[config.mk]
export PLATFORM = sky130hd
export DESIGN_NAME = write_mask_tracker
export DESIGN_NICKNAME = d
export VERILOG_FILES = /design/src/rtl/wmt_pkg.sv /design/src/rtl/wmt_ctrl.sv /design/src/rtl/wmt_datapath.sv /design/src/rtl/write_mask_tracker.sv
export SDC_FILE = /design/constraint.sdc
export NUM_CORES = 1
export LEC_CHECK = 0
export BUFFER_PORTS_ARGS = -buffer_cell sky130_fd_sc_hd__buf_2
export CAP_MARGIN = 10
export CORE_UTILIZATION = 25
export CTS_BUF_LIST = sky130_fd_sc_hd__clkbuf_8
export DETAILED_ROUTE_END_ITERATION = 6
export SLEW_MARGIN = 20
export SYNTH_ARGS = -nofsm -noshare
export SYNTH_HDL_FRONTEND = slang
export SYNTH_HIERARCHICAL = 1
export SYNTH_SLANG_ARGS = --single-unit
[constraint.sdc]
create_clock -name clk -period 9.81 [get_ports clk]
set_clock_uncertainty 0.15 [all_clocks]
set_input_delay 0.981 -clock clk [delete_from_list [all_inputs] [get_ports clk]]
set_output_delay 0.981 -clock clk [all_outputs]
set_load 0.005 [all_outputs]
[src/rtl/wmt_pkg.sv]
package wmt_pkg;

  // strobes from control to datapath, one per state change
  typedef struct packed {
    logic stThrough;   // forward the store as write-through
    logic stUpdate;    // OR store words into the hit entry
    logic stAlloc;     // allocate an entry for the store
    logic evKill;      // emit write-back for evicted line, drop entry
    logic evWithStore; // store to the same line merges into that write-back
    logic flushKill;   // emit write-back for the scanned entry, drop it
  } wmtStrobes_t;

  typedef enum logic {
    FL_IDLE = 1'b0,
    FL_SCAN = 1'b1
  } wmtFlush_t;

endpackage

[src/rtl/wmt_ctrl.sv]
module wmt_ctrl
  import wmt_pkg::*;
#(
  parameter int LINE_BYTES = 32,
  parameter int WORD_BYTES = 4,
  parameter int ENTRIES    = 8,
  localparam int OFF_W  = $clog2(LINE_BYTES),
  localparam int WB_W   = $clog2(WORD_BYTES),
  localparam int SIZE_W = OFF_W + 1,
  localparam int IDX_W  = $clog2(ENTRIES)
) (
  input  logic              clk,
  input  logic              rstN,
  input  logic              stValid,
  input  logic [OFF_W-1:0]  stOffset,
  input  logic [SIZE_W-1:0] stSize,
  input  logic              stCrit,
  input  logic              evValid,
  input  logic              flushReq,
  input  logic              stHit,
  input  logic              stSetFull,
  input  logic              sameLine,
  input  logic              evHit,
  input  logic              scanEntValid,
  input  logic              outValid,
  output logic              stReady,
  output logic              evReady,
  output logic [IDX_W-1:0]  scanIdx,
  output wmtStrobes_t       str
);

  localparam int WORDS = LINE_BYTES / WORD_BYTES;
  localparam logic [SIZE_W-1:0] WORD_SZ = SIZE_W'(WORD_BYTES);
  localparam logic [SIZE_W-1:0] LINE_SZ = SIZE_W'(LINE_BYTES);
  localparam logic [SIZE_W:0]   WORDS_X = (SIZE_W+1)'(WORDS);
  localparam logic [IDX_W-1:0]  LAST_IDX = IDX_W'(ENTRIES - 1);

  wmtFlush_t   state;
  logic        tracked, sizeOk, alignOk, fitsLine;
  logic [SIZE_W:0] endWord;
  logic        portFree, stNeedPort, stAcc, evAcc, merge;

  assign endWord  = (SIZE_W+1)'(stOffset[OFF_W-1:WB_W]) + (SIZE_W+1)'(stSize >> WB_W);
  assign sizeOk   = (stSize >= WORD_SZ) && (stSize <= LINE_SZ) && (stSize[WB_W-1:0] == '0);
  assign alignOk  = (stOffset[WB_W-1:0] == '0);
  assign fitsLine = (endWord <= WORDS_X);
  assign tracked  = !stCrit && sizeOk && alignOk && fitsLine;

  assign portFree   = !outValid && (state == FL_IDLE);
  assign stNeedPort = stValid && (!tracked || (!stHit && stSetFull));
  assign stReady    = portFree;
  assign evReady    = portFree && !stNeedPort;
  assign stAcc      = stValid && stReady;
  assign evAcc      = evValid && evReady;
  assign merge      = stAcc && tracked && evAcc && sameLine;

  always_comb begin
    str             = '0;
    str.stThrough   = stAcc && !tracked;
    str.stUpdate    = stAcc && tracked && stHit && !merge;
    str.stAlloc     = stAcc && tracked && !stHit && !merge;
    str.evKill      = evAcc && (evHit || merge);
    str.evWithStore = merge;
    str.flushKill   = (state == FL_SCAN) && !outValid && scanEntValid;
  end

  always_ff @(posedge clk) begin
    if (!rstN) begin
      state   <= FL_IDLE;
      scanIdx <= '0;
    end else begin
      case (state)
        FL_IDLE: if (flushReq) begin
          state   <= FL_SCAN;
          scanIdx <= '0;
        end
        FL_SCAN: if (!outValid) begin
          if (scanIdx == LAST_IDX) state <= FL_IDLE;
          else scanIdx <= scanIdx + 1'b1;
        end
        default: state <= FL_IDLE;
      endcase
    end
  end

endmodule

[src/rtl/wmt_datapath.sv]
module wmt_datapath
  import wmt_pkg::*;
#(
  parameter int ADDR_W     = 32,
  parameter int LINE_BYTES = 32,
  parameter int WORD_BYTES = 4,
  parameter int SETS       = 2,
  parameter int WAYS       = 4,
  localparam int OFF_W   = $clog2(LINE_BYTES),
  localparam int WB_W    = $clog2(WORD_BYTES),
  localparam int SIZE_W  = OFF_W + 1,
  localparam int WORDS   = LINE_BYTES / WORD_BYTES,
  localparam int SET_W   = $clog2(SETS),
  localparam int WAY_W   = $clog2(WAYS),
  localparam int ENTRIES = SETS * WAYS,
  localparam int IDX_W   = $clog2(ENTRIES),
  localparam int LINE_W  = ADDR_W - OFF_W,
  localparam int TAG_W   = LINE_W - SET_W
) (
  input  logic              clk,
  input  logic              rstN,
  input  wmtStrobes_t       str,
  input  logic [IDX_W-1:0]  scanIdx,
  input  logic [ADDR_W-1:0] stAddr,
  input  logic [SIZE_W-1:0] stSize,
  input  logic [LINE_W-1:0] evLine,
  input  logic              reqReady,
  output logic              stHit,
  output logic              stSetFull,
  output logic              sameLine,
  output logic              evHit,
  output logic              scanEntValid,
  output logic              outValid,
  output logic              outWb,
  output logic [ADDR_W-1:0] outAddr,
  output logic [WORDS-1:0]  outMask,
  output logic [SIZE_W-1:0] outSize
);

  logic [ENTRIES-1:0] entValid;
  logic [TAG_W-1:0]   entTag  [ENTRIES];
  logic [WORDS-1:0]   entMask [ENTRIES];
  logic [WAY_W-1:0]   entAge  [ENTRIES];
  logic [WAY_W-1:0]   ageNext [ENTRIES];

  logic [SET_W-1:0] stSet, evSet;
  logic [TAG_W-1:0] stTag, evTag;
  logic [WAYS-1:0]  stHitVec, evHitVec, stFreeVec, stOldVec;
  logic [WAY_W-1:0] stHitWay, evHitWay, freeWay, lruWay, allocWay, touchWay;
  logic [IDX_W-1:0] stHitIdx, evHitIdx, allocIdx;
  logic [WAY_W-1:0] touchAge;
  logic             touch;
  logic [WORDS-1:0] stBits;
  logic [OFF_W-WB_W-1:0]   stWord;
  logic [SIZE_W-WB_W-1:0]  stCount;

  assign stSet   = stAddr[OFF_W +: SET_W];
  assign stTag   = stAddr[ADDR_W-1 -: TAG_W];
  assign evSet   = evLine[SET_W-1:0];
  assign evTag   = evLine[LINE_W-1:SET_W];
  assign sameLine = (stAddr[ADDR_W-1:OFF_W] == evLine);
  assign stWord  = stAddr[OFF_W-1:WB_W];
  assign stCount = stSize[SIZE_W-1:WB_W];

  for (genvar w = 0; w < WAYS; w++) begin : g_way
    localparam logic [WAY_W-1:0] WID = WAY_W'(w);
    assign stHitVec[w]  = entValid[{stSet, WID}] && (entTag[{stSet, WID}] == stTag);
    assign evHitVec[w]  = entValid[{evSet, WID}] && (entTag[{evSet, WID}] == evTag);
    assign stFreeVec[w] = !entValid[{stSet, WID}];
    assign stOldVec[w]  = (entAge[{stSet, WID}] == WAY_W'(WAYS - 1));
  end

  // lowest index wins for every encoder
  always_comb begin
    stHitWay = '0;
    evHitWay = '0;
    freeWay  = '0;
    lruWay   = '0;
    for (int w = WAYS - 1; w >= 0; w--) begin
      if (stHitVec[w])  stHitWay = WAY_W'(w);
      if (evHitVec[w])  evHitWay = WAY_W'(w);
      if (stFreeVec[w]) freeWay  = WAY_W'(w);
      if (stOldVec[w])  lruWay   = WAY_W'(w);
    end
  end

  assign stHit     = |stHitVec;
  assign evHit     = |evHitVec;
  assign stSetFull = !(|stFreeVec);
  assign allocWay  = stSetFull ? lruWay : freeWay;
  assign stHitIdx  = {stSet, stHitWay};
  assign evHitIdx  = {evSet, evHitWay};
  assign allocIdx  = {stSet, allocWay};
  assign scanEntValid = entValid[scanIdx];

  always_comb begin
    stBits = '0;
    for (int i = 0; i < WORDS; i++)
      if (i >= int'(stWord) && i < int'(stWord) + int'(stCount)) stBits[i] = 1'b1;
  end

  // recency ages stay a permutation within each set
  assign touch    = str.stUpdate || str.stAlloc;
  assign touchWay = str.stUpdate ? stHitWay : allocWay;
  assign touchAge = entAge[{stSet, touchWay}];

  always_comb begin
    ageNext = entAge;
    if (touch) begin
      for (int w = 0; w < WAYS; w++) begin
        if (WAY_W'(w) == touchWay)
          ageNext[{stSet, WAY_W'(w)}] = '0;
        else if (entAge[{stSet, WAY_W'(w)}] < touchAge)
          ageNext[{stSet, WAY_W'(w)}] = entAge[{stSet, WAY_W'(w)}] + 1'b1;
      end
    end
  end

  always_ff @(posedge clk) begin
    if (!rstN) begin
      entValid <= '0;
      outValid <= 1'b0;
      outWb    <= 1'b0;
      outAddr  <= '0;
      outMask  <= '0;
      outSize  <= '0;
      for (int e = 0; e < ENTRIES; e++) begin
        entTag[e]  <= '0;
        entMask[e] <= '0;
        entAge[e]  <= WAY_W'(e % WAYS);
      end
    end else begin
      entAge <= ageNext;
      if (outValid && reqReady) outValid <= 1'b0;

      if (str.stThrough) begin
        outValid <= 1'b1;
        outWb    <= 1'b0;
        outAddr  <= stAddr;
        outMask  <= '0;
        outSize  <= stSize;
      end

      if (str.stUpdate) entMask[stHitIdx] <= entMask[stHitIdx] | stBits;

      if (str.stAlloc) begin
        if (stSetFull) begin
          outValid <= 1'b1;
          outWb    <= 1'b1;
          outAddr  <= {entTag[allocIdx], stSet, {OFF_W{1'b0}}};
          outMask  <= entMask[allocIdx];
          outSize  <= '0;
        end
        entValid[allocIdx] <= 1'b1;
        entTag[allocIdx]   <= stTag;
        entMask[allocIdx]  <= stBits;
      end

      if (str.evKill) begin
        outValid <= 1'b1;
        outWb    <= 1'b1;
        outAddr  <= {evLine, {OFF_W{1'b0}}};
        outMask  <= (evHit ? entMask[evHitIdx] : '0) | (str.evWithStore ? stBits : '0);
        outSize  <= '0;
        if (evHit) entValid[evHitIdx] <= 1'b0;
      end

      if (str.flushKill) begin
        outValid <= 1'b1;
        outWb    <= 1'b1;
        outAddr  <= {entTag[scanIdx], scanIdx[IDX_W-1:WAY_W], {OFF_W{1'b0}}};
        outMask  <= entMask[scanIdx];
        outSize  <= '0;
        entValid[scanIdx] <= 1'b0;
      end
    end
  end

endmodule

[src/rtl/write_mask_tracker.sv]
module write_mask_tracker
  import wmt_pkg::*;
#(
  parameter int ADDR_W     = 32,
  parameter int LINE_BYTES = 32,
  parameter int WORD_BYTES = 4,
  parameter int L1_LINES   = 64,
  parameter int MASK_RATIO = 8,
  parameter int WAYS       = 4,
  localparam int OFF_W   = $clog2(LINE_BYTES),
  localparam int SIZE_W  = OFF_W + 1,
  localparam int WORDS   = LINE_BYTES / WORD_BYTES,
  localparam int ENTRIES = L1_LINES / MASK_RATIO,
  localparam int SETS    = ENTRIES / WAYS,
  localparam int IDX_W   = $clog2(ENTRIES),
  localparam int LINE_W  = ADDR_W - OFF_W
) (
  input  logic              clk,
  input  logic              rstN,
  input  logic              stValid,
  output logic              stReady,
  input  logic [ADDR_W-1:0] stAddr,
  input  logic [SIZE_W-1:0] stSize,
  input  logic              stCrit,
  input  logic              evValid,
  output logic              evReady,
  input  logic [LINE_W-1:0] evLine,
  input  logic              flushReq,
  output logic              reqValid,
  input  logic              reqReady,
  output logic              reqWriteBack,
  output logic [ADDR_W-1:0] reqAddr,
  output logic [WORDS-1:0]  reqMask,
  output logic [SIZE_W-1:0] reqSize
);

  wmtStrobes_t      str;
  logic [IDX_W-1:0] scanIdx;
  logic stHit, stSetFull, sameLine, evHit, scanEntValid;

  wmt_ctrl #(
    .LINE_BYTES(LINE_BYTES), .WORD_BYTES(WORD_BYTES), .ENTRIES(ENTRIES)
  ) i_ctrl (
    .clk(clk), .rstN(rstN), .stValid(stValid), .stOffset(stAddr[OFF_W-1:0]),
    .stSize(stSize), .stCrit(stCrit), .evValid(evValid), .flushReq(flushReq),
    .stHit(stHit), .stSetFull(stSetFull), .sameLine(sameLine), .evHit(evHit),
    .scanEntValid(scanEntValid), .outValid(reqValid), .stReady(stReady),
    .evReady(evReady), .scanIdx(scanIdx), .str(str)
  );

  wmt_datapath #(
    .ADDR_W(ADDR_W), .LINE_BYTES(LINE_BYTES), .WORD_BYTES(WORD_BYTES),
    .SETS(SETS), .WAYS(WAYS)
  ) i_dp (
    .clk(clk), .rstN(rstN), .str(str), .scanIdx(scanIdx), .stAddr(stAddr),
    .stSize(stSize), .evLine(evLine), .reqReady(reqReady), .stHit(stHit),
    .stSetFull(stSetFull), .sameLine(sameLine), .evHit(evHit),
    .scanEntValid(scanEntValid), .outValid(reqValid), .outWb(reqWriteBack),
    .outAddr(reqAddr), .outMask(reqMask), .outSize(reqSize)
  );

endmodule

==> impl_metrics.toml <==
[logic_synthesis]
synth_cell_types = 87
netlist_area_um2 = 27000
yosys_warnings = 6
ys.flop_type = "edfxtp_1"
synth_edf_count = 272
synth-seq-cells = 348
postSynthAreaPerCell_um2 = 10.1
syn_inst = 2677
async_flop_share = 0
ys_seq_area_frac = 0.359
synth_fp_nets = 2767

[sta]
fin_crit_ns = 7.18
rsz0062_at_grt = "false"
setup_ws_ns = 2.63
fmax_mhz = 139
final.setup.tns_ns = 0
hold_viol = 0
drv_slew = 0
tightest_slew_ns = 1.18
setup_violations = 0
post-route-period-util = 0.732
slew_headroom = 0.199
whs_ns = 0.339

[clock_network]
clock_path_buffers = 3
cts-root-buf = "clkbuf_8"
numCtsBuffers = 61
hold_buffers = 0
htreeDepth = 2
cts_sinks = 348
clk_pin_slew_ns = 0.07
post_cts_resized = 0
clk_latency_ns = 0.72
cts_tree = "done"
postCtsSetupRepairBufs = 0

[pwr]
powerDensity_nw_per_um2 = 127
ir_worst_vdd_v = 0.0000813
leakagePower_nw = 10.6

[route]
first_pass_iters = 6
drc = 0
viasPerCell = 5.72
wl_um = 122000
via_count = 23558
drtIter0Drc = 3283
routedWlPerCell_um = 29.5
antenna_left = 0

[die]
num_rows = 120
core_area_um2 = 107000
io_pins = 122
die_h_um = 330
die_area_um2 = 109000
start_util = 0.252
die-width_um = 330

[finish]
fin_area_um2 = 30200
final_common_cell = "mux2i_1"
finish.utilization = 0.282
fill_cells = 11174
fin_nets = 2752
layout_common_cells = "294 x mux2i_1, 272 x edfxtp_1, 209 x xnor2_1"
syn2layout_area_growth_pct = 12.0
drive_gt1_frac = 0.174

[grt]
overflow = 0
grt_pass1_wl_um = 172000
antenna_found_initial = 11
grt_use_total = 0.219
grt_max_degree = 93
grt_pass1_vias = 22862

[placed_design]
place_area_um2 = 28900
dp_hpwl_um = 85700
routabilityCongestion = 1.01
portBuffers = 121
place_worst_setup_slack_ns = 2.04

[worst_setup_path]
crit_buf_inv = 4
path_common_cell = "nor2_1"
crit_path_max_fanout = 92
cp.required_ns = 10.25
crit_path_end_kind = "register"
cp_top_family = "simple AND/OR/NAND/NOR gates"
start_kind = "input pin"
cp_slowest_cell = "buf_8"
path_class = "in2reg"
arrival_ns = 7.62
max_stage_delay_ns = 0.60

[outcome]
status = "completed"

[job]
maxCapViolCount = 0

[hold_path]
hp-class = "reg2reg"
per-stage QoR:
stage	total power, mW	cells
3_3_place_gp	2.39	4001
3_5_place_dp	2.39	4001
2_1_floorplan	2.13	2677
6_report	3.84	4120
5_1_grt	3.96	4119
4_1_cts	3.85	4115
cells by family after synthesis:
group	count (synthesis)	synth area share
compound gates	500	0.126
xor+xnor	242	0.0786
fa+ha+maj	18	0.00891
buf+inv	289	0.0435
flops	348	0.359
mux	437	0.217
simple gates	843	0.167
layer usage:
layer	routed length, um	GRT usage	up-vias	part of all wire
li1	-	-	10057	-
met1	49100	0.286	11778	0.40
met2	55100	0.346	1411	0.45
met3	11400	0.0451	300	0.093
met4	5960	0.0982	12	0.049
met5	74	0	-	0.00061
worst min-delay path, cell delays in order (launching register included):
cell and delay [ns]:
dfxtp_1 0.33, nand2_1 0.06, mux2i_1 0.06
synthesized netlist by cell type (11+ instances only):
library cell    n  area share
buf_1          31      0.0043
nand2b_1       29      0.0067
and3_1         13      0.0030
edfxtp_1      272        0.30
nand3_1        47      0.0087
mux2i_1       294        0.11
a31oi_1        25      0.0058
nor3_1         41      0.0076
a22oi_1        13      0.0036
a221o_1        16      0.0059
a211oi_1       74       0.021
nand4_1        21      0.0049
nor2_1        127       0.018
mux2_2         27       0.011
o21ai_0        63       0.012
o221ai_1       11      0.0036
and2_1        211       0.049
inv_1          26      0.0036
nor4_1         84       0.019
nand2_1       188       0.026
buf_2          25      0.0046
nor2b_1        25      0.0058
a21oi_1       150       0.028
xnor2_1       209       0.068
a221oi_1       19      0.0062
ha_1           16      0.0074
xor2_1         33       0.011
clkbuf_1      194       0.027
o211ai_1       20      0.0056
dfxtp_1        76       0.056
mux4_2        115       0.096
report_power, final:
| group | internal [mW] | leakage [nW] | switching (mW) |
|---|---|---|---|
| clock network | 0.777 | 0.725 | 0.685 |
| registers | 1.64 | 3.42 | 0.0670 |
| logic | 0.235 | 6.42 | 0.440 |
| total | 2.65 | 10.6 | 1.19 |
worst paths after layout:
check / start / cells after the start / slack (ns) / end
setup / recovery: stAddr[5] / 25 / 2.63 / i_dp/entAge[1]
hold / removal: i_dp/entAge[5] / 2 / 0.34 / i_dp/entAge[5]
setup reg to reg: i_dp/entTag[5][2] / 22 / 3.41 / i_dp/entAge[1]
hold reg to reg: i_dp/entAge[5] / 2 / 0.34 / i_dp/entAge[5]
state kept, by name (all words and copies together), names as in the netlist:
name	flops
i_dp/outMask	8
i_dp/entValid	8
i_ctrl/scanIdx	3
i_dp/outAddr	32
i_dp/outValid	1
i_dp/entAge	16
i_dp/entMask	64
i_dp/entTag	208
i_dp/outSize	6
i_ctrl/state	1
i_dp/outWb	1
area by class of cell:
cell class                 instances  area, um^2  share of cell area
sequential                       348        9700               0.321
inverter                          29         109             0.00360
tap                             1403        1760              0.0581
clock buffer                      69         950              0.0314
timing repair buffer             182        1090              0.0362
antenna                            4        10.0            0.000331
clock inverter                    45         334              0.0111
multi-input combinational       2040       16300               0.538
(Power assumes the default switching activity.)
